File: src/rtl/iec_pack_pkg.sv
// Shared constants and types for the subframe packer.
// Assumes a 192-frame status block and at most 8 channels.
package iec_pack_pkg;
    localparam int WORD_W    = 32;
    localparam int AUDIO_W   = 24;
    localparam int BLOCK_LEN = 192;
    localparam int MIN_CH    = 2;
    localparam int MAX_CH    = 8;
    localparam int PAT_W     = 32;
    localparam int CNT_W     = 4;
    localparam int FRAME_W   = $clog2(BLOCK_LEN);
    localparam int CH_W      = $clog2(MAX_CH);

    // Output bit positions; a downstream line coder decodes these.
    localparam int POS_V = 24;
    localparam int POS_U = 25;
    localparam int POS_C = 26;
    localparam int POS_P = 27;
    localparam int POS_B = 28;

    // Position of the channel-number field inside the status pattern.
    localparam int CHNUM_LO = 20;
    localparam int CHNUM_W  = 4;

    typedef enum logic {
        PK_PCM  = 1'b0,
        PK_PASS = 1'b1
    } pack_mode_e;
endpackage

File: src/rtl/iec_pack_seq.sv
// Frame and channel position tracker.
// Gives the channel index and frame index for the word accepted this cycle,
// already cleared when restart is high or the mode changed. Assumes the
// channel count input is sampled per word; values outside range act as 2.
module iec_pack_seq
    import iec_pack_pkg::*;
#(
    parameter int N_FRAMES = BLOCK_LEN,
    parameter int N_MAXCH  = MAX_CH,
    localparam int FW = $clog2(N_FRAMES),
    localparam int CW = $clog2(N_MAXCH)
) (
    input  logic             clk,
    input  logic             rst_n,
    input  logic             restart,
    input  pack_mode_e       mode,
    input  logic [CNT_W-1:0] chan_count,
    input  logic             accept,
    output logic [CW-1:0]    ch_now,
    output logic [FW-1:0]    frame_now
);
    logic [CW-1:0]    ch_q;
    logic [FW-1:0]    frame_q;
    pack_mode_e       mode_q;
    logic             flush;
    logic [CNT_W-1:0] n_eff;
    logic             last_ch;

    // Clamp the channel count to the supported range.
    always_comb begin
        if (chan_count >= CNT_W'(MIN_CH) && chan_count <= CNT_W'(N_MAXCH))
            n_eff = chan_count;
        else
            n_eff = CNT_W'(MIN_CH);
    end

    // Effective position for this cycle, cleared by restart or a mode flip.
    always_comb begin
        flush     = restart || (mode != mode_q);
        ch_now    = flush ? '0 : ch_q;
        frame_now = flush ? '0 : frame_q;
        last_ch   = ({1'b0, ch_now} >= (n_eff - CNT_W'(1)));
    end

    // Advance the position after each PCM sample, wrapping channel and frame.
    always_ff @(posedge clk) begin
        if (!rst_n) begin
            ch_q    <= '0;
            frame_q <= '0;
            mode_q  <= PK_PCM;
        end else begin
            mode_q <= mode;
            if (accept && mode == PK_PCM) begin
                if (last_ch) begin
                    ch_q    <= '0;
                    frame_q <= (frame_now == FW'(N_FRAMES - 1)) ? '0 : frame_now + FW'(1);
                end else begin
                    ch_q    <= ch_now + CW'(1);
                    frame_q <= frame_now;
                end
            end else if (flush) begin
                ch_q    <= '0;
                frame_q <= '0;
            end
        end
    end

    a_r6_frame_range: assert property (@(posedge clk) disable iff (!rst_n)
        frame_q < FW'(N_FRAMES));

    a_r9_flush_clears: assert property (@(posedge clk) disable iff (!rst_n)
        (flush && !accept) |=> (ch_q == '0 && frame_q == '0));

    a_r8_pass_holds: assert property (@(posedge clk) disable iff (!rst_n)
        (mode == PK_PASS && mode_q == PK_PASS && !restart) |=> ($stable(ch_q) && $stable(frame_q)));

    a_r7_chan_bound: assert property (@(posedge clk) disable iff (!rst_n)
        (accept && mode == PK_PCM && !flush && {1'b0, ch_q} >= (n_eff - CNT_W'(1))) |=> ch_q == '0);
endmodule

File: src/rtl/iec_pack_csbit.sv
// Channel-status bit selector.
// Picks the status bit for a frame index from the 32-bit consumer pattern,
// with the channel number (c+1) written over the channel field first.
// Frames past the supplied pattern give 0.
module iec_pack_csbit
    import iec_pack_pkg::*;
#(
    parameter int N_FRAMES = BLOCK_LEN,
    parameter int N_MAXCH  = MAX_CH,
    localparam int FW = $clog2(N_FRAMES),
    localparam int CW = $clog2(N_MAXCH),
    localparam int IW = $clog2(PAT_W)
) (
    input  logic [PAT_W-1:0] pattern,
    input  logic [CW-1:0]    ch,
    input  logic [FW-1:0]    frame,
    output logic             cs_bit
);
    logic [PAT_W-1:0]   patched;
    logic [CHNUM_W-1:0] ch_num;

    // Build this channel's copy of the pattern and pick the frame's bit.
    always_comb begin
        ch_num  = CHNUM_W'(ch) + CHNUM_W'(1);
        patched = pattern;
        patched[CHNUM_LO +: CHNUM_W] = ch_num;
        if (frame < FW'(PAT_W))
            cs_bit = patched[frame[IW-1:0]];
        else
            cs_bit = 1'b0;
    end
endmodule

File: src/rtl/iec_pack_fmt.sv
// Subframe word formatter.
// PCM: audio in the low 24 bits, status, parity and block-start added.
// Pass-through: preformed word moved down by 4, block-start from the
// preamble code bit. Purely combinational.
module iec_pack_fmt
    import iec_pack_pkg::*;
#(
    parameter int N_FRAMES = BLOCK_LEN,
    parameter int N_MAXCH  = MAX_CH,
    localparam int FW = $clog2(N_FRAMES),
    localparam int CW = $clog2(N_MAXCH)
) (
    input  pack_mode_e        mode,
    input  logic [WORD_W-1:0] din,
    input  logic [CW-1:0]     ch,
    input  logic [FW-1:0]     frame,
    input  logic              cs_bit,
    output logic [WORD_W-1:0] dout
);
    // Assemble the output word for the selected mode.
    always_comb begin
        dout = '0;
        if (mode == PK_PCM) begin
            dout[AUDIO_W-1:0] = din[AUDIO_W-1:0];
            dout[POS_V]       = 1'b0;
            dout[POS_U]       = 1'b0;
            dout[POS_C]       = cs_bit;
            dout[POS_P]       = cs_bit ^ (^din[AUDIO_W-1:0]);
            dout[POS_B]       = (ch == '0) && (frame == '0);
        end else begin
            dout[WORD_W-5:0] = din[WORD_W-1:4];
            dout[POS_B]      = din[3];
        end
    end
endmodule

File: src/rtl/iec_subframe_packer.sv
// Top of the subframe packer.
// Tracks the frame/channel position, picks the status bit, formats the word
// and holds it in a single output register with valid/ready flow control.
// Assumes input words arrive in channel order starting at channel 0.
module iec_subframe_packer
    import iec_pack_pkg::*;
#(
    parameter int N_FRAMES = BLOCK_LEN,
    parameter int N_MAXCH  = MAX_CH,
    localparam int FW = $clog2(N_FRAMES),
    localparam int CW = $clog2(N_MAXCH)
) (
    input  logic              clk,
    input  logic              rst_n,
    input  logic              restart,
    input  logic              mode,
    input  logic [CNT_W-1:0]  chan_count,
    input  logic [PAT_W-1:0]  cs_pattern,
    input  logic              in_valid,
    output logic              in_ready,
    input  logic [WORD_W-1:0] in_data,
    output logic              out_valid,
    input  logic              out_ready,
    output logic [WORD_W-1:0] out_data
);
    pack_mode_e        mode_e;
    logic              accept;
    logic [CW-1:0]     ch_now;
    logic [FW-1:0]     frame_now;
    logic              cs_bit;
    logic [WORD_W-1:0] word_next;
    logic              out_pcm;

    // Decode mode and the input handshake.
    always_comb begin
        mode_e   = pack_mode_e'(mode);
        in_ready = !out_valid || out_ready;
        accept   = in_valid && in_ready;
    end

    iec_pack_seq #(.N_FRAMES(N_FRAMES), .N_MAXCH(N_MAXCH)) u_seq (
        .clk(clk), .rst_n(rst_n), .restart(restart), .mode(mode_e),
        .chan_count(chan_count), .accept(accept),
        .ch_now(ch_now), .frame_now(frame_now)
    );

    iec_pack_csbit #(.N_FRAMES(N_FRAMES), .N_MAXCH(N_MAXCH)) u_csbit (
        .pattern(cs_pattern), .ch(ch_now), .frame(frame_now), .cs_bit(cs_bit)
    );

    iec_pack_fmt #(.N_FRAMES(N_FRAMES), .N_MAXCH(N_MAXCH)) u_fmt (
        .mode(mode_e), .din(in_data), .ch(ch_now), .frame(frame_now),
        .cs_bit(cs_bit), .dout(word_next)
    );

    // Output register: load on accept, drop when the consumer takes it.
    always_ff @(posedge clk) begin
        if (!rst_n) begin
            out_valid <= 1'b0;
            out_data  <= '0;
            out_pcm   <= 1'b1;
        end else if (accept) begin
            out_valid <= 1'b1;
            out_data  <= word_next;
            out_pcm   <= (mode_e == PK_PCM);
        end else if (out_ready) begin
            out_valid <= 1'b0;
        end
    end

    a_r10_hold_stalled: assert property (@(posedge clk) disable iff (!rst_n)
        (out_valid && !out_ready) |=> (out_valid && $stable(out_data)));

    a_r10_one_cycle: assert property (@(posedge clk) disable iff (!rst_n)
        (in_valid && in_ready) |=> out_valid);

    a_r1_top_bits_zero: assert property (@(posedge clk) disable iff (!rst_n)
        out_valid |-> out_data[WORD_W-1:POS_B+1] == '0);

    a_r2_even_parity: assert property (@(posedge clk) disable iff (!rst_n)
        (out_valid && out_pcm) |-> (^out_data[POS_P:0]) == 1'b0);

    a_r1_vu_zero: assert property (@(posedge clk) disable iff (!rst_n)
        (out_valid && out_pcm) |-> out_data[POS_U:POS_V] == 2'b00);
endmodule

File: config.mk
export PLATFORM = sky130hd
export DESIGN_NAME = iec_subframe_packer
export DESIGN_NICKNAME = d
export VERILOG_FILES = /design/src/rtl/iec_pack_pkg.sv /design/src/rtl/iec_pack_seq.sv /design/src/rtl/iec_pack_csbit.sv /design/src/rtl/iec_pack_fmt.sv /design/src/rtl/iec_subframe_packer.sv
export SDC_FILE = /design/constraint.sdc
export NUM_CORES = 1
export LEC_CHECK = 0
export ABC_AREA = 1
export BUFFER_PORTS_ARGS = -buffer_cell sky130_fd_sc_hd__buf_2
export CORE_ASPECT_RATIO = 1.4
export CORE_UTILIZATION = 58
export CTS_BUF_LIST = sky130_fd_sc_hd__clkbuf_4
export CTS_CLUSTER_SIZE = 14
export DETAILED_ROUTE_END_ITERATION = 10
export PLACE_DENSITY = 0.88
export SETUP_SLACK_MARGIN = 0.02
export SLEW_MARGIN = 40
export SYNTH_ARGS = -nofsm -noshare
export SYNTH_HDL_FRONTEND = slang
export SYNTH_HIERARCHICAL = 1
export SYNTH_SLANG_ARGS = --single-unit
File: constraint.sdc
create_clock -name clk -period 6.6 [get_ports clk]
set_input_delay 0.66 -clock clk [delete_from_list [all_inputs] [get_ports clk]]
set_output_delay 0.66 -clock clk [all_outputs]
set_load 0.005 [all_outputs]
==> flow_summary.json <==
{
  "status": "finished, final reports clean",
  "pin_count": 108,
  "drive_gt1_share_pct": 19.0,
  "synth_area_per_cell_um2": 5.63,
  "async_flop_share_pct": 0,
  "numCtsBuffers": 5,
  "clk_latency_ps": 360,
  "ff2ff_setup_slack_ps": 3630,
  "fin_crit_sh_pct": 52.7,
  "cts_tree": "done",
  "layout_commonest_cell": "nand2_1",
  "gp_congestion": 0.833,
  "num_vias": 3962,
  "synth_cells": 645,
  "grt_use_total_pct": 27.0,
  "drc": 0,
  "endpoint": "out_data[27]$_SDFFE_PN0P_",
  "reg2reg_to": "out_data[27]$_SDFFE_PN0P_",
  "cts_resized": 0,
  "finalSetupTns_ps": 0,
  "reg2regPathDepth": 22,
  "relSlewSlack_pct": 47.2,
  "die_w_um": 68.9,
  "cp_data_required_time_ps": 6900,
  "crit_start": "mode",
  "ys.flop_type": "dfxtp_1",
  "grt_pass1_vias": 3487,
  "drt-initial-drc-count": 98,
  "max_freq_mhz": 288,
  "seq_area_frac_synth_pct": 24.8,
  "syn_area_um2": 3630,
  "dp_hpwl_mm": 6.33,
  "synth_edf_count": 0,
  "grt_pass1_wl_mm": 13.8,
  "worst_clock_skew_ps": 7.67,
  "critical_path.max_fanout": 46,
  "start_util_pct": 61.1,
  "final_cell_mix": "238 x nand2_1, 102 x buf_2, 93 x inv_1, 58 x nand3_1, 54 x nor2_1",
  "synth_cell_type_count": 30,
  "synth-seq-cells": 45,
  "drv_cap": 0,
  "pre_cts_slack_ps": 2780,
  "tightest_slew_ps": 789,
  "hold_buffers": 0,
  "min_period_ps": 3480,
  "first_pass_iters": 4,
  "setup_ws_ps": 3120,
  "irDropWorstVdd_mv": 0.0923,
  "synth_top_area_cell": "dfxtp_1",
  "wl_per_cell_um": 10.6,
  "finalMaxSlewViolations": 0,
  "fp-row-count": 33,
  "cts_setup_buffers": 0,
  "syn_to_final_growth_pct": 12.8,
  "critPathArrivalTime_ps": 3780,
  "clockBufferDepth": 2,
  "n_fill_cell": 589,
  "critPathCaptureType": "flip-flop",
  "synth_warnings": 6,
  "yosys.area.top_type_share_pct": 24.8,
  "cts_root_buffer": "clkbuf_4",
  "cts_sinks": 45,
  "routed_wl_mm": 8.49,
  "rsz0062_at_grt": "no",
  "hp-class": "reg -> reg",
  "worstSetupStartpointType": "input pin",
  "postLayoutCoreUtil_pct": 68.9,
  "vias_per_cell": 4.96,
  "grt_max_degree": 66,
  "fin_area_um2": 4100,
  "path_clk_slew_ps": 120,
  "coreArea_um2": 5950,
  "diodes": 0,
  "placed_area_um2": 4050,
  "hold_violations": 0,
  "die_area_um2": 6590,
  "grt-ovfl-total": 0,
  "path_class": "in -> reg",
  "power.leakage_nw": 2.45,
  "antenna_found_initial": 0,
  "route.antenna.remaining_nets": 0,
  "fp.dieH_um": 95.7,
  "setup_viol": 0,
  "synthTopCellsByArea": "dfxtp_1 25%, nand2_1 25%, inv_1 9.6%, nand3_1 8.0%, nor2_1 5.6%",
  "port_buffers": 103,
  "powerDensity_nw_per_um2": 147,
  "cts_htree_levels": 2,
  "nets": 808,
  "rr_startpoint": "u_seq/mode_q$_SDFF_PN0_"
}
-- per-layer routing --
layer | share of wire (%) | up-vias | GRT usage, %
met5 | 0 | - | 0
met1 | 40 | 1691 | 26.2
met3 | 5.5 | 18 | 4.07
met2 | 52 | 117 | 53.5
met4 | 2.3 | 0 | 11.1
li1 | - | 2136 | -
-- cell families (layout without fill, tap and decap cells) --
| logic type | count (synthesis) | after routing | share of synthesized area, % |
|---|---|---|---|
| AOI/OAI and AO/OA | 67 | 67 | 9.30 |
| xor gates and xnor gates | 12 | 12 | 2.89 |
| adders and majority gates | 7 | 7 | 2.41 |
| other | 1 | 3 | 0.103 |
| buffers and inverters | 135 | 216 | 16.6 |
| and+or+nand+nor | 378 | 378 | 43.9 |
| DFF | 45 | 45 | 24.8 |
-- through the flow --
step | total power, mW | hold WS [ps] | cells
after CTS | 0.610 | 497 | 798
after detailed placement | 0.483 | 465 | 790
final | 0.603 | 494 | 798
after floorplan | 0.427 | 475 | 647
after global routing | 0.651 | 521 | 798
after global placement | 0.476 | 456 | 790
-- worst max-delay path, cell delays in order --
cell and delay (ps):
buf_2 540, inv_2 120, nand2_4 120, nand3_4 100
nor2_1 620, inv_2 190, nand3_1 140, nand2_1 50
inv_1 50, nand2_1 50, a21oi_1 120, nor2_1 50
nor2_1 200, inv_1 110, nand3_1 90, nand2_1 70
nand2_1 70, nand3_1 80, nand2_1 80, inv_1 40
nand3_1 60, nand2_1 60, nor2_1 100
-- registers in the layout, summed over array words and instances, names as in the netlist --
signal	count
u_seq/frame_q	8
u_seq/ch_q	3
out_data	32
u_seq/mode_q	1
out_valid	1
-- report_power, final --
group	internal (mW)	leakage [nW]	total, mW	switching (mW)
registers	0.289	0.371	0.298	0.00884
clock network	0.0387	0.0300	0.125	0.0862
logic	0.0733	2.05	0.181	0.107
-- Yosys cell counts, types with 7 or more instances --
cell type and count:
a21oi_1 38, buf_2 11, buf_6 7, clkbuf_1 7, dfxtp_1 45, ha_1 7
inv_1 93, inv_2 9, nand2_1 238, nand3_1 58, nor2_1 54, o21ai_0 28
xor2_1 9
-- layout make-up --
class | count | area (um^2) | share of cell area (%)
tap | 70 | 87.6 | 2.14
inverter | 104 | 397 | 9.68
clock buffer | 5 | 37.5 | 0.916
multi-input combinational | 467 | 2140 | 52.2
sequential | 45 | 901 | 22.0
clock inverter | 3 | 12.5 | 0.305
timing repair buffer | 104 | 526 | 12.8
-- worst min path at each step --
stage	start	to	slack (ps)	cells past startpoint
after CTS	out_data[15]$_SDFFE_PN0P_	out_data[15]$_SDFFE_PN0P_	500	2
after global routing	out_data[31]$_SDFFE_PN0P_	out_data[31]$_SDFFE_PN0P_	520	2
after floorplan	out_data[0]$_SDFFE_PN0P_	out_data[0]$_SDFFE_PN0P_	480	2
final	out_data[15]$_SDFFE_PN0P_	out_data[15]$_SDFFE_PN0P_	490	2
after global placement	out_data[4]$_SDFFE_PN0P_	out_data[4]$_SDFFE_PN0P_	460	2
after detailed placement	out_data[15]$_SDFFE_PN0P_	out_data[15]$_SDFFE_PN0P_	470	2
Power figures use the tool's default switching activity.
